===== src/rtl/convclk_pkg.sv =====
package convclk_pkg;
  // strobes from control to the timer datapath
  typedef struct packed {
    logic tmrAdv;   // count one source strobe
    logic tmrClr;   // hold count at zero
    logic perLoad;  // capture a new period
  } tmr_strobe_t;
endpackage


===== src/rtl/convclk_div_stage.sv =====
module convclk_div_stage #(
  parameter int W = 3
) (
  input  logic         clk,
  input  logic         rst_n,
  input  logic         clear,
  input  logic         enIn,
  input  logic [W-1:0] divSel,
  output logic         tickOut
);
  logic [W-1:0] cnt;

  assign tickOut = enIn & (cnt == divSel);

  always_ff @(posedge clk or negedge rst_n) begin
    if (!rst_n)       cnt <= '0;
    else if (clear)   cnt <= '0;
    else if (enIn)    cnt <= tickOut ? '0 : cnt + 1'b1;
  end

  // restart from zero after any cleared cycle
  assert_restart_R4: assert property (@(posedge clk) disable iff (!rst_n)
    clear |=> (cnt == '0));

  // phase never passes the terminal value
  assert_cnt_range_R1: assert property (@(posedge clk) disable iff (!rst_n)
    cnt <= divSel);
endmodule


===== src/rtl/convclk_ctrl.sv =====
module convclk_ctrl
  import convclk_pkg::*;
#(
  parameter int SRC_W  = 3,
  parameter int CORE_W = 1
) (
  input  logic              clk,
  input  logic              rst_n,
  input  logic              blkEnable,
  input  logic              cfgWr,
  input  logic [SRC_W-1:0]  cfgSrcDiv,
  input  logic [CORE_W-1:0] cfgCoreDiv,
  input  logic              tmrEnable,
  input  logic              perWr,
  output logic              srcTick,
  output logic              coreTick,
  output logic [SRC_W-1:0]  srcDivQ,
  output logic [CORE_W-1:0] coreDivQ,
  output tmr_strobe_t       strb
);
  logic cfgLoad;
  logic stageClr;

  assign cfgLoad  = cfgWr & ~blkEnable;
  assign stageClr = ~blkEnable;

  always_ff @(posedge clk or negedge rst_n) begin
    if (!rst_n) begin
      srcDivQ  <= '0;
      coreDivQ <= '0;
    end else if (cfgLoad) begin
      srcDivQ  <= cfgSrcDiv;
      coreDivQ <= cfgCoreDiv;
    end
  end

  convclk_div_stage #(.W(SRC_W)) uSrc (
    .clk(clk), .rst_n(rst_n), .clear(stageClr), .enIn(blkEnable),
    .divSel(srcDivQ), .tickOut(srcTick)
  );

  convclk_div_stage #(.W(CORE_W)) uCore (
    .clk(clk), .rst_n(rst_n), .clear(stageClr), .enIn(srcTick),
    .divSel(coreDivQ), .tickOut(coreTick)
  );

  assign strb.tmrAdv  = srcTick & tmrEnable;
  assign strb.tmrClr  = ~tmrEnable;
  assign strb.perLoad = perWr & ~tmrEnable;

  // settings locked while running
  assert_cfg_hold_R5: assert property (@(posedge clk) disable iff (!rst_n)
    blkEnable |=> ($stable(srcDivQ) && $stable(coreDivQ)));

  // no strobe while disabled
  assert_idle_R4: assert property (@(posedge clk) disable iff (!rst_n)
    $past(stageClr) && stageClr |-> !coreTick);
endmodule


===== src/rtl/convclk_timer_dp.sv =====
module convclk_timer_dp
  import convclk_pkg::*;
#(
  parameter int PERIOD_W = 16
) (
  input  logic                clk,
  input  logic                rst_n,
  input  tmr_strobe_t         strb,
  input  logic [PERIOD_W-1:0] perData,
  output logic                tmrEvent,
  output logic [PERIOD_W-1:0] periodQ
);
  localparam logic [PERIOD_W-1:0] ONE = {{(PERIOD_W-1){1'b0}}, 1'b1};

  logic [PERIOD_W-1:0] cnt;
  logic                armed;
  logic                hit;

  assign armed    = (periodQ != '0);
  assign hit      = armed && (cnt == periodQ - ONE);
  assign tmrEvent = strb.tmrAdv & hit;

  always_ff @(posedge clk or negedge rst_n) begin
    if (!rst_n)            periodQ <= '0;
    else if (strb.perLoad) periodQ <= perData;
  end

  always_ff @(posedge clk or negedge rst_n) begin
    if (!rst_n)                     cnt <= '0;
    else if (strb.tmrClr)           cnt <= '0;
    else if (strb.tmrAdv && armed)  cnt <= hit ? '0 : cnt + ONE;
  end

  assert_clear_R9: assert property (@(posedge clk) disable iff (!rst_n)
    strb.tmrClr |=> (cnt == '0));

  assert_period_hold_R10: assert property (@(posedge clk) disable iff (!rst_n)
    !strb.tmrClr |=> $stable(periodQ));

  assert_idle_zero_R8: assert property (@(posedge clk) disable iff (!rst_n)
    (periodQ == '0) |-> (cnt == '0));

  assert_reload_R6: assert property (@(posedge clk) disable iff (!rst_n)
    tmrEvent |=> (cnt == '0));

  assert_cnt_below_R6: assert property (@(posedge clk) disable iff (!rst_n)
    armed |-> (cnt < periodQ));
endmodule


===== src/rtl/convclk_top.sv =====
module convclk_top
  import convclk_pkg::*;
#(
  parameter int SRC_W    = 3,
  parameter int CORE_W   = 1,
  parameter int PERIOD_W = 16
) (
  input  logic                clk,
  input  logic                rst_n,
  input  logic                blkEnable,
  input  logic                cfgWr,
  input  logic [SRC_W-1:0]    cfgSrcDiv,
  input  logic [CORE_W-1:0]   cfgCoreDiv,
  input  logic                tmrEnable,
  input  logic                perWr,
  input  logic [PERIOD_W-1:0] perData,
  output logic                srcTick,
  output logic                coreTick,
  output logic                tmrEvent,
  output logic [SRC_W-1:0]    srcDivSet,
  output logic [CORE_W-1:0]   coreDivSet,
  output logic [PERIOD_W-1:0] periodSet
);
  tmr_strobe_t strb;

  convclk_ctrl #(.SRC_W(SRC_W), .CORE_W(CORE_W)) uCtrl (
    .clk(clk), .rst_n(rst_n), .blkEnable(blkEnable), .cfgWr(cfgWr),
    .cfgSrcDiv(cfgSrcDiv), .cfgCoreDiv(cfgCoreDiv), .tmrEnable(tmrEnable),
    .perWr(perWr), .srcTick(srcTick), .coreTick(coreTick),
    .srcDivQ(srcDivSet), .coreDivQ(coreDivSet), .strb(strb)
  );

  convclk_timer_dp #(.PERIOD_W(PERIOD_W)) uTmr (
    .clk(clk), .rst_n(rst_n), .strb(strb), .perData(perData),
    .tmrEvent(tmrEvent), .periodQ(periodSet)
  );

  // event only alongside a source strobe
  assert_evt_on_src_R7: assert property (@(posedge clk) disable iff (!rst_n)
    tmrEvent |-> srcTick);
endmodule


===== config.mk =====
export PLATFORM = sky130hd
export DESIGN_NAME = convclk_top
export DESIGN_NICKNAME = d
export VERILOG_FILES = /design/src/rtl/convclk_pkg.sv /design/src/rtl/convclk_div_stage.sv /design/src/rtl/convclk_ctrl.sv /design/src/rtl/convclk_timer_dp.sv /design/src/rtl/convclk_top.sv
export SDC_FILE = /design/constraint.sdc
export NUM_CORES = 1
export LEC_CHECK = 0
export BUFFER_PORTS_ARGS = -buffer_cell sky130_fd_sc_hd__buf_2
export CAP_MARGIN = 40
export CORE_MARGIN = 3
export CORE_UTILIZATION = 59
export CTS_CLUSTER_DIAMETER = 60
export DETAILED_ROUTE_END_ITERATION = 12
export HOLD_SLACK_MARGIN = 0.06
export PLACE_DENSITY = 0.93
export SLEW_MARGIN = 20
export SYNTH_ARGS = -nofsm -noshare
export SYNTH_HDL_FRONTEND = slang
export SYNTH_SLANG_ARGS = --single-unit

===== constraint.sdc =====
create_clock -name clk -period 7 [get_ports clk]
set_clock_uncertainty 0.2 [all_clocks]
set_input_delay 1.4 -clock clk [delete_from_list [all_inputs] [get_ports clk]]
set_output_delay 1.4 -clock clk [all_outputs]
set_load 0.02 [all_outputs]

==> metrics.md, run 1 <==
| Metric | Value |
|---|---|
| Outcome | complete, no violations |
| Int Pwr | 428 µW |
| Post-Synthesis Cells | 274 |
| WP data arrival | 3510 ps |
| CTS tree | built |
| GPL Wtd Cong | 0.951 |
| TNS Setup | 0 ps |
| Maximum clock frequency | 196 MHz |
| EDFF count, synth | 0 |
| Final hold vios | 0 |
| Setup violators final | 0 |
| Top FF cell, synth | dfrtp_1 |
| DRC | 0 |
| GRT Total Usage | 25.6% |
| Metal-1 WL | 2660 µm |
| Die width | 70.9 µm |
| Post-route ant nets | 0 |
| R2r setup slk | 3640 ps |
| Comb power frac | 25.8% |
| Seq cells post-synth | 40 |
| P_leak | 0.00127 µW |
| Initial DRC count | 215 |
| Startpoint Class | flop |
| Synthesized area | 0.00249 mm² |
| Routed wire length | 6220 µm |
| Syn-to-layout area delta | 16.4% |
| WL/cell | 16.8 µm |
| Sw Share | 33.1% |
| Clock Pin Slew Worst Setup and Hold Paths | 80 ps |
| VDD IR max | 0.133 mV |
| Worst reg2reg path depth | 7 |
| Resize count post-CTS | 0 |
| Sequential cell area fraction in the yosys report | 40.3% |
| Mean number of vias per cell | 6.26 |
| Reg2reg end | uTmr.cnt[13]$_DFFE_PN0P_ |
| CTS buffer count | 5 |
| CTS Root Cell | clkbuf_8 |
| Hpwl dp | 4560 µm |
| I/O pin cnt | 49 |
| Unrepaired setup endpoints after global routing | false |
| H-tree level count | 2 |
| Core area | 0.00385 mm² |
| Library cells used by synthesis | 44 |
| Routed vias | 2316 |
| Initial Utilization | 64.5% |
| Slew Limit Fails | 0 |
| Uppermost routed layer | met4 |
| # diodes | 0 |
| Synth Area per Inst | 9.07 µm² |
| CTS Buffer Depth | 2 |
| Number of cell rows | 22 |
| Tightest Pin Transition | 950 ps |
| Worst skew pair latency | 300 ps |
| Synthesized net count | 303 |
| Hold_buf cts | 0 |
| Vias in the first global route | 2317 |
| Port Buffers | 48 |
| Fraction of registers with async set or reset after synthesis | 100% |
| Req. time, crit path | 5400 ps |
| Max FO, Critical Path | 5 |
| P_sw | 211 µW |
| Seq pwr share | 44.7% |
| Finished Layout Cells | 370 |
| First-pass DRT Iterations | 5 |
| Clock share of power | 29.5% |
| CP Launch Point | uTmr.periodQ[0]$_DFFE_PN0P_ |
| Hold WC Path Type | flop to flop |
| Die H | 70.9 µm |
| Number of setup buffers added after CTS | 0 |
| WL met3 | 425 µm |
| Max cap viols | 0 |
| Synthesis Warnings | 0 |
| Fill count | 272 |
| Relative slew margins | 36.1% |
| Share of layout cells above drive strength 1 | 24.8% |
| Fin crit period | 5110 ps |
| WS Path Type | flop to primary output |
| Tcrit/Tclk final | 73.0% |
| Clk sinks | 40 |
| Die area | 0.00503 mm² |
| First-pass GRT wire length | 10300 µm |
| Worst r2r src | uTmr.periodQ[3]$_DFFE_PN0P_ |
| Largest net degree at the start of global routing | 26 |
| Wire length on met2 | 3020 µm |
| Worst Setup EP | tmrEvent |
| Net count reported at finish | 350 |
| Pwr dens | 221 mW/mm² |
| Initial antenna violation count | 0 |
| CP Capture Type | primary output |
| Overflow after GRT | 0 |
| Area of the multi-input gates | 0.00142 mm² |
| DP Cell Count | 362 |
| FF+latch area | 0.00100 mm² |
==> layout by cell type (no fill, tap or decap), types with 2 or more instances in the layout <==
cell       instances
buf_4              2
clkbuf_8           5
mux2_2            17
nand3_1           10
nor2_1            20
or3_1              4
a21oi_1            6
nand2b_1           2
and2_1             2
nor4_1            14
or4_1              3
dfrtp_1           40
inv_1              8
nor3_1             4
and3_1             7
nand2_1           28
xor2_1             8
a211o_1            3
o21ai_0           30
xnor2_1           14
nand4bb_1          2
ha_1               3
nand4_1            3
buf_2             48
a31oi_1            3
nor4_2             2
nor4b_1            4
nor2b_1            6
and4_1             3
==> final cells by class <==
class	instances	area share, %
multi-input cells	215	49.0
flip-flops and latches	40	34.6
repair buffers	51	9.52
clock buffers	6	2.51
well taps	48	2.08
clock inverters	2	1.21
inverters	8	1.04
==> stage by stage <==
| step | power (µW) | hold WS [ps] | cell area [µm²] | setup slack, ps | util, % |
|---|---|---|---|---|---|
| 2_1_floorplan | 394 | 248 | 2490 | 2400 | - |
| 3_3_place_gp | 444 | 270 | 2760 | 2400 | 71.6 |
| 3_5_place_dp | 453 | 290 | 2790 | 2260 | 72.3 |
| 4_1_cts | 640 | 316 | 2890 | 1920 | 75.1 |
| 5_1_grt | 669 | 334 | 2890 | 1720 | 75.1 |
| 6_report | 639 | 320 | 2890 | 1890 | 75.1 |
==> worst min-delay path by stage <==
| stage | from | end | slack [ps] | depth (start not counted) |
|---|---|---|---|---|
| after floorplan | uCtrl.uSrc.cnt[0]$_DFF_PN0_ | uCtrl.uSrc.cnt[0]$_DFF_PN0_ | 250 | 1 |
| after global placement | uCtrl.uSrc.cnt[0]$_DFF_PN0_ | uCtrl.uSrc.cnt[0]$_DFF_PN0_ | 270 | 1 |
| after detailed placement | uCtrl.uSrc.cnt[0]$_DFF_PN0_ | uCtrl.uSrc.cnt[0]$_DFF_PN0_ | 290 | 1 |
| after CTS | uCtrl.uSrc.cnt[0]$_DFF_PN0_ | uCtrl.uSrc.cnt[0]$_DFF_PN0_ | 320 | 1 |
| after global routing | uCtrl.uSrc.cnt[0]$_DFF_PN0_ | uCtrl.uSrc.cnt[0]$_DFF_PN0_ | 330 | 1 |
| final | uCtrl.uSrc.cnt[0]$_DFF_PN0_ | uCtrl.uSrc.cnt[0]$_DFF_PN0_ | 320 | 1 |
==> flip-flops by register name, summed over array words and instances (netlist names) <==
| signal | flops |
|---|---|
| uTmr.periodQ | 16 |
| uCtrl.uSrc.cnt | 3 |
| uCtrl.coreDivQ | 1 |
| uTmr.cnt | 16 |
| uCtrl.srcDivQ | 3 |
| uCtrl.uCore.cnt | 1 |
==> cells in the mapped netlist, drive strengths merged, types with 4 or more instances <==
cell	instances	area share, %
dfrtp	40	40
o21ai	31	6.2
nand2	28	4.2
nor2	20	3.0
mux2	17	7.7
nor4	16	4.5
xnor2	14	4.9
clkbuf	10	1.5
nand3	10	2.0
inv	8	1.2
xor2	8	2.8
and3	7	1.8
a21oi	6	1.2
nor2b	6	1.5
nor3	5	1.2
nor4b	4	1.4
or3	4	1.0
or4	4	1.4
==> layer usage <==
layer / vias up / track usage, %
li1: 1096 / -
met1: 1108 / 32.6
met2: 97 / 42.5
met3: 15 / 5.68
met4: 0 / 9.60
met5: - / 0
==> critical path, stage by stage (launching register included) <==
cell and delay, ps:
dfrtp_1 440, inv_1 100, ha_1 210, nor2b_1 320, a21oi_1 110, or4_1 510
or4_1 560, or4_4 560, nor4_2 180, buf_2 220
==> power groups by stage <==
stage                     Sequential (µW)  Combinational, µW  Clock [µW]
after CTS                             286                165         190
final                                 286                165         189
after detailed placement              290                163           0
after global placement                287                156           0
after floorplan                       302               91.9           0
after global routing                  289                180         199
==> cells by family after synthesis <==
group | synth area share (%)
flops | 40.3
simple gates | 26.7
fa+ha+maj | 1.51
mux | 8.10
buf+inv | 2.92
xor+xnor | 7.75
compound gates | 12.7
Note: power is estimated with default switching activity, not from simulation.
==> inputs of run 2 (changes only) <==
--- a/config.mk
+++ b/config.mk
@@ -8,11 +8,11 @@
 export BUFFER_PORTS_ARGS = -buffer_cell sky130_fd_sc_hd__buf_2
 export CAP_MARGIN = 40
 export CORE_MARGIN = 3
-export CORE_UTILIZATION = 59
+export CORE_UTILIZATION = 55
 export CTS_CLUSTER_DIAMETER = 60
 export DETAILED_ROUTE_END_ITERATION = 12
 export HOLD_SLACK_MARGIN = 0.06
-export PLACE_DENSITY = 0.93
+export PLACE_DENSITY = 0.88
 export SLEW_MARGIN = 20
 export SYNTH_ARGS = -nofsm -noshare
 export SYNTH_HDL_FRONTEND = slang
==> constraint.sdc (replaced) <==
create_clock -name clk -period 5.2 [get_ports clk]
set_clock_uncertainty 0.2 [all_clocks]
set_input_delay 1.04 -clock clk [delete_from_list [all_inputs] [get_ports clk]]
set_output_delay 1.04 -clock clk [all_outputs]
set_load 0.02 [all_outputs]
==> metrics.md, run 2 (synthesis gave the netlist of run 1 again) <==
| Metric | Value |
|---|---|
| CTS buffer count | 5 |
| Max FO, Critical Path | 5 |
| Initial antenna violation count | 0 |
| CTS Buffer Depth | 2 |
| Most common cell after layout, fill and taps aside | buf_2 |
| H-tree level count | 2 |
| Fin crit period | 4580 ps |
| Core area | 0.00417 mm² |
| Maximum clock frequency | 218 MHz |
| GRT Total Usage | 22.9% |
| Outcome | complete, no violations |
| FF+latch area | 0.00100 mm² |
| Pwr dens | 282 mW/mm² |
| Tcrit/Tclk final | 88.1% |
| TNS Setup | 0 ps |
| Overflow after GRT | 0 |
| DP Cell Count | 363 |
| Slew Limit Fails | 0 |
| Tightest Pin Transition | 669 ps |
| # diodes | 0 |
| Sw Share | 33.4% |
| Final hold vios | 0 |
| WP data arrival | 3340 ps |
| DRC | 0 |
| Routed wire length | 5740 µm |
| WS Path Type | flop to primary output |
| Seq pwr share | 47.2% |
| Post-route ant nets | 0 |
| Routed vias | 2256 |
| Relative slew margins | 55.0% |
| Die area | 0.00536 mm² |
| VDD IR max | 0.200 mV |
| CTS Root Cell | clkbuf_8 |
| Largest registers | uTmr.cnt (16), uTmr.periodQ (16) |
| Worst skew pair latency | 290 ps |
| Clk sinks | 40 |
| Startpoint Class | flop |
| Clock share of power | 25.9% |
| Die H | 73.2 µm |
| Number of cell rows | 23 |
| First-pass GRT wire length | 9540 µm |
| Mean number of vias per cell | 6.05 |
| Resize count post-CTS | 0 |
| Max cap viols | 0 |
| Worst setup margin | 618 ps |
| P_sw | 272 µW |
| Area of the multi-input gates | 0.00142 mm² |
| Unrepaired setup endpoints after global routing | false |
| I/O pin cnt | 49 |
| Share of layout cells above drive strength 1 | 24.8% |
| Comb power frac | 26.9% |
| Die width | 73.2 µm |
| Initial Utilization | 59.6% |
| Net count reported at finish | 351 |
| Setup violators final | 0 |
| Number of setup buffers added after CTS | 0 |
| Hpwl dp | 4250 µm |
| Clock Pin Slew Worst Setup and Hold Paths | 80 ps |
| Syn-to-layout area delta | 16.3% |
| Largest net degree at the start of global routing | 25 |
| Vias in the first global route | 2185 |
| Port Buffers | 48 |
| Hold WC Path Type | flop to flop |
| Commonest non-fill, non-tap cells in the layout | 48 x buf_2, 40 x dfrtp_1, 30 x o21ai_0, 28 x nand2_1, 20 x nor2_1 |
| P_leak | 0.00126 µW |
| Hold_buf cts | 0 |
| DP Worst Slack | 934 ps |
| First-pass DRT Iterations | 4 |
| CP Capture Type | primary output |
| Int Pwr | 543 µW |
| WL/cell | 15.4 µm |
| Fill count | 317 |
| Req. time, crit path | 3960 ps |
| CTS tree | built |
| Initial DRC count | 159 |
| Finished Layout Cells | 373 |
| GPL Wtd Cong | 0.879 |
-- run 2: changes by cell type in the layout (fill, tap and decap cells not counted), sizes merged --
cell and delta:
clkbuf +3, clkinv -1, bufinv -1
-- run 2: layout make-up --
type / instances / share of cell area (%)
Sequential cell: 40 / 34.6
Timing Repair Buffer: 52 / 9.96
Multi-Input combinational cell: 215 / 49.1
Inverter: 8 / 1.04
Tap cell: 50 / 2.16
Clock buffer: 8 / 3.12
-- run 2: through the flow --
| step | utilization, % | hold WS, ps | cell area (µm²) | power, µW |
|---|---|---|---|---|
| finish | 69.3 | 285 | 2890 | 815 |
| detailed placement | 66.8 | 283 | 2790 | 607 |
| global placement | 66.1 | 272 | 2760 | 596 |
| global route | 69.3 | 322 | 2890 | 860 |
| floorplan | - | 248 | 2490 | 531 |
| CTS | 69.0 | 293 | 2880 | 816 |
-- run 2: power groups by stage --
stage	Clock [µW]	Combinational, µW	Sequential [µW]
after detailed placement	0	216	391
after global routing	230	240	390
after CTS	214	217	385
after floorplan	0	124	407
after global placement	0	210	387
final	211	219	385
-- run 2: final timing paths --
kind	slack, ps	from	endpoint	depth (start not counted)
setup / recovery	620	uTmr.periodQ[0]$_DFFE_PN0P_	tmrEvent	9
hold / removal	290	uCtrl.uSrc.cnt[0]$_DFF_PN0_	uCtrl.uSrc.cnt[0]$_DFF_PN0_	1
setup reg to reg	1790	uTmr.periodQ[3]$_DFFE_PN0P_	uTmr.cnt[13]$_DFFE_PN0P_	7
hold reg to reg	290	uCtrl.uSrc.cnt[0]$_DFF_PN0_	uCtrl.uSrc.cnt[0]$_DFF_PN0_	1
max in group asynchronous	3860	rst_n	uTmr.cnt[2]$_DFFE_PN0P_	2
min in group asynchronous	470	rst_n	uTmr.periodQ[11]$_DFFE_PN0P_	1
-- run 2: metal layers --
| layer | wire (µm) | vias to the layer above | global-route usage, % |
|---|---|---|---|
| li1 | - | 1098 | - |
| met2 | 2720 | 96 | 36.7 |
| met1 | 2450 | 1047 | 28.9 |
| met3 | 427 | 15 | 5.65 |
| met4 | 133 | 0 | 10.7 |
| met5 | 0 | - | 0 |
-- run 2: critical path, stage by stage (launching register included) --
cell	delay, ps
dfrtp_1	420
inv_1	90
ha_1	200
nor2b_1	270
a21oi_1	100
or4_1	490
or4_1	540
or4_4	550
nor4_2	170
buf_2	210
==> inputs of run 3 (changes only) <==
--- a/config.mk
+++ b/config.mk
@@ -8,11 +8,11 @@
 export BUFFER_PORTS_ARGS = -buffer_cell sky130_fd_sc_hd__buf_2
 export CAP_MARGIN = 40
 export CORE_MARGIN = 3
-export CORE_UTILIZATION = 55
+export CORE_UTILIZATION = 46
 export CTS_CLUSTER_DIAMETER = 60
 export DETAILED_ROUTE_END_ITERATION = 12
 export HOLD_SLACK_MARGIN = 0.06
-export PLACE_DENSITY = 0.88
+export PLACE_DENSITY = 0.76
 export SLEW_MARGIN = 20
 export SYNTH_ARGS = -nofsm -noshare
 export SYNTH_HDL_FRONTEND = slang
==> metrics.md, run 3 (synthesis gave the netlist of run 1 again) <==
| Metric | Value |
|---|---|
| Outcome | complete, no violations |
| Final hold vios | 0 |
| Crit path buf inv count | 2 |
| Clk sinks | 40 |
| WS Path Type | flop to primary output |
| Syn-to-layout area delta | 18.7% |
| Port Buffers | 48 |
| Tcrit/Tclk final | 88.4% |
| Number of setup buffers added after CTS | 0 |
| GRT Total Usage | 20.7% |
| Hold WC Path Type | flop to flop |
| DRC | 0 |
| Number of cell rows | 26 |
| Clock Pin Slew Worst Setup and Hold Paths | 80 ps |
| Pwr dens | 301 mW/mm² |
| VDD IR max | 0.182 mV |
| Max FO, Critical Path | 5 |
| Routed wire length | 6100 µm |
| I/O pin cnt | 49 |
| Initial Utilization | 48.1% |
| Commonest non-fill, non-tap cells in the layout | 48 x buf_2, 40 x dfrtp_1, 30 x o21ai_0, 28 x nand2_1, 20 x nor2_1 |
| CTS tree | built |
| Fin crit period | 4600 ps |
| Vias in the first global route | 2230 |
| Setup violators final | 0 |
| Finished Layout Cells | 393 |
| Req. time, crit path | 3960 ps |
| Worst skew pair latency | 290 ps |
| Relative slew margins | 57.1% |
| GPL Wtd Cong | 0.833 |
| H-tree level count | 2 |
| Hpwl dp | 4580 µm |
| Initial antenna violation count | 0 |
| Die area | 0.00632 mm² |
| Unrepaired setup endpoints after global routing | false |
| DP Worst Slack | 938 ps |
| DP Cell Count | 384 |
| CP Capture Type | primary output |
| Die H | 79.5 µm |
| Overflow after GRT | 0 |
| # diodes | 0 |
| Net count reported at finish | 351 |
| Hold_buf cts | 0 |
| First-pass DRT Iterations | 4 |
| Startpoint Class | flop |
| Largest net degree at the start of global routing | 24 |
| WP data arrival | 3360 ps |
| Share of layout cells above drive strength 1 | 25.4% |
| Mean number of vias per cell | 5.73 |
| WL/cell | 15.5 µm |
| Most common cell after layout, fill and taps aside | buf_2 |
| Tightest Pin Transition | 638 ps |
| Maximum clock frequency | 218 MHz |
| Slowest stage cell, crit path | or4_4 |
| Largest registers | uTmr.cnt (16), uTmr.periodQ (16) |
| Delay-heaviest family, CP | simple AND/OR/NAND/NOR gates |
| Worst setup margin | 604 ps |
| Fill count | 474 |
| Max stage delay on crit path | 550 ps |
| CTS buffer count | 5 |
| CP most frequent cell | or4_1 |
| Core area | 0.00517 mm² |
| TNS Setup | 0 ps |
| Post-route ant nets | 0 |
| Max cap viols | 0 |
| CP cell instances | inv_1 -> ha_1 -> nor2b_1 -> a21oi_1 -> or4_1 -> or4_1 -> or4_4 -> nor4_2 -> buf_2 |
| First-pass GRT wire length | 10400 µm |
| Resize count post-CTS | 0 |
| CTS Buffer Depth | 2 |
| Slew Limit Fails | 0 |
| CTS Root Cell | clkbuf_8 |
| Routed vias | 2251 |
| Initial DRC count | 143 |
| Die width | 79.5 µm |
| P_leak | 0.00128 µW |
## run 3: changes by cell type in the layout (fill, tap and decap cells not counted)
| cell | delta |
|---|---|
| clkbuf_8 | +1 |
| clkbuf_1 | -2 |
| bufinv_16 | +1 |
## run 3: final timing paths
| check | start | endpoint | slack, ps | cells past startpoint |
|---|---|---|---|---|
| max reg2reg | uTmr.periodQ[3]$_DFFE_PN0P_ | uTmr.cnt[13]$_DFFE_PN0P_ | 1910 | 7 |
| min reg2reg | uCtrl.uSrc.cnt[0]$_DFF_PN0_ | uCtrl.uSrc.cnt[0]$_DFF_PN0_ | 290 | 1 |
| min | uCtrl.uSrc.cnt[0]$_DFF_PN0_ | uCtrl.uSrc.cnt[0]$_DFF_PN0_ | 290 | 1 |
| max in group asynchronous | rst_n | uTmr.cnt[7]$_DFFE_PN0P_ | 3840 | 2 |
| min in group asynchronous | rst_n | uTmr.periodQ[12]$_DFFE_PN0P_ | 480 | 1 |
| max | uTmr.periodQ[0]$_DFFE_PN0P_ | tmrEvent | 600 | 9 |
## run 3: per-layer routing
metal | part of all wire, % | vias up | GRT usage (%)
met5 | 0 | - | 0
met4 | 1.4 | 0 | 4.98
met3 | 4.0 | 10 | 3.39
met2 | 49 | 49 | 34.8
met1 | 46 | 1089 | 27.6
li1 | - | 1103 | -
## run 3: power by group
| group | leakage (µW) | switching (µW) | total (µW) | internal (µW) |
|---|---|---|---|---|
| combinational | 0.000706 | 127 | 221 | 93.7 |
| sequential | 0.000513 | 45.1 | 385 | 340 |
| clock | 0.0000645 | 112 | 281 | 169 |
## run 3: cell type report
type / count / area (µm²) / area share, %
Tap cell: 70 / 87.6 / 2.97
Multi-Input combinational cell: 215 / 1420 / 48.1
Timing Repair Buffer: 52 / 288 / 9.75
Inverter: 8 / 30.0 / 1.02
Sequential cell: 40 / 1000 / 33.9
Clock inverter: 1 / 30.0 / 1.02
Clock buffer: 7 / 96.3 / 3.26
## run 3: metrics by stage
| stage | instance area, µm² | hold slack, ps | total power (µW) | utilization [%] |
|---|---|---|---|---|
| after floorplan | 2490 | 248 | 531 | - |
| after global placement | 2790 | 279 | 601 | 53.8 |
| after detailed placement | 2820 | 275 | 611 | 54.5 |
| after CTS | 2950 | 285 | 892 | 57.0 |
| after global routing | 2950 | 328 | 938 | 57.1 |
| final | 2950 | 287 | 888 | 57.1 |
## run 3: worst register-to-register path, stage by stage, from the launching register on
cell	delay, ps
dfrtp_1	470
or4_1	700
nor4_1	410
nor2_1	100
a211o_1	270
nand4bb_1	580
o21ai_0	360
o31ai_1	100
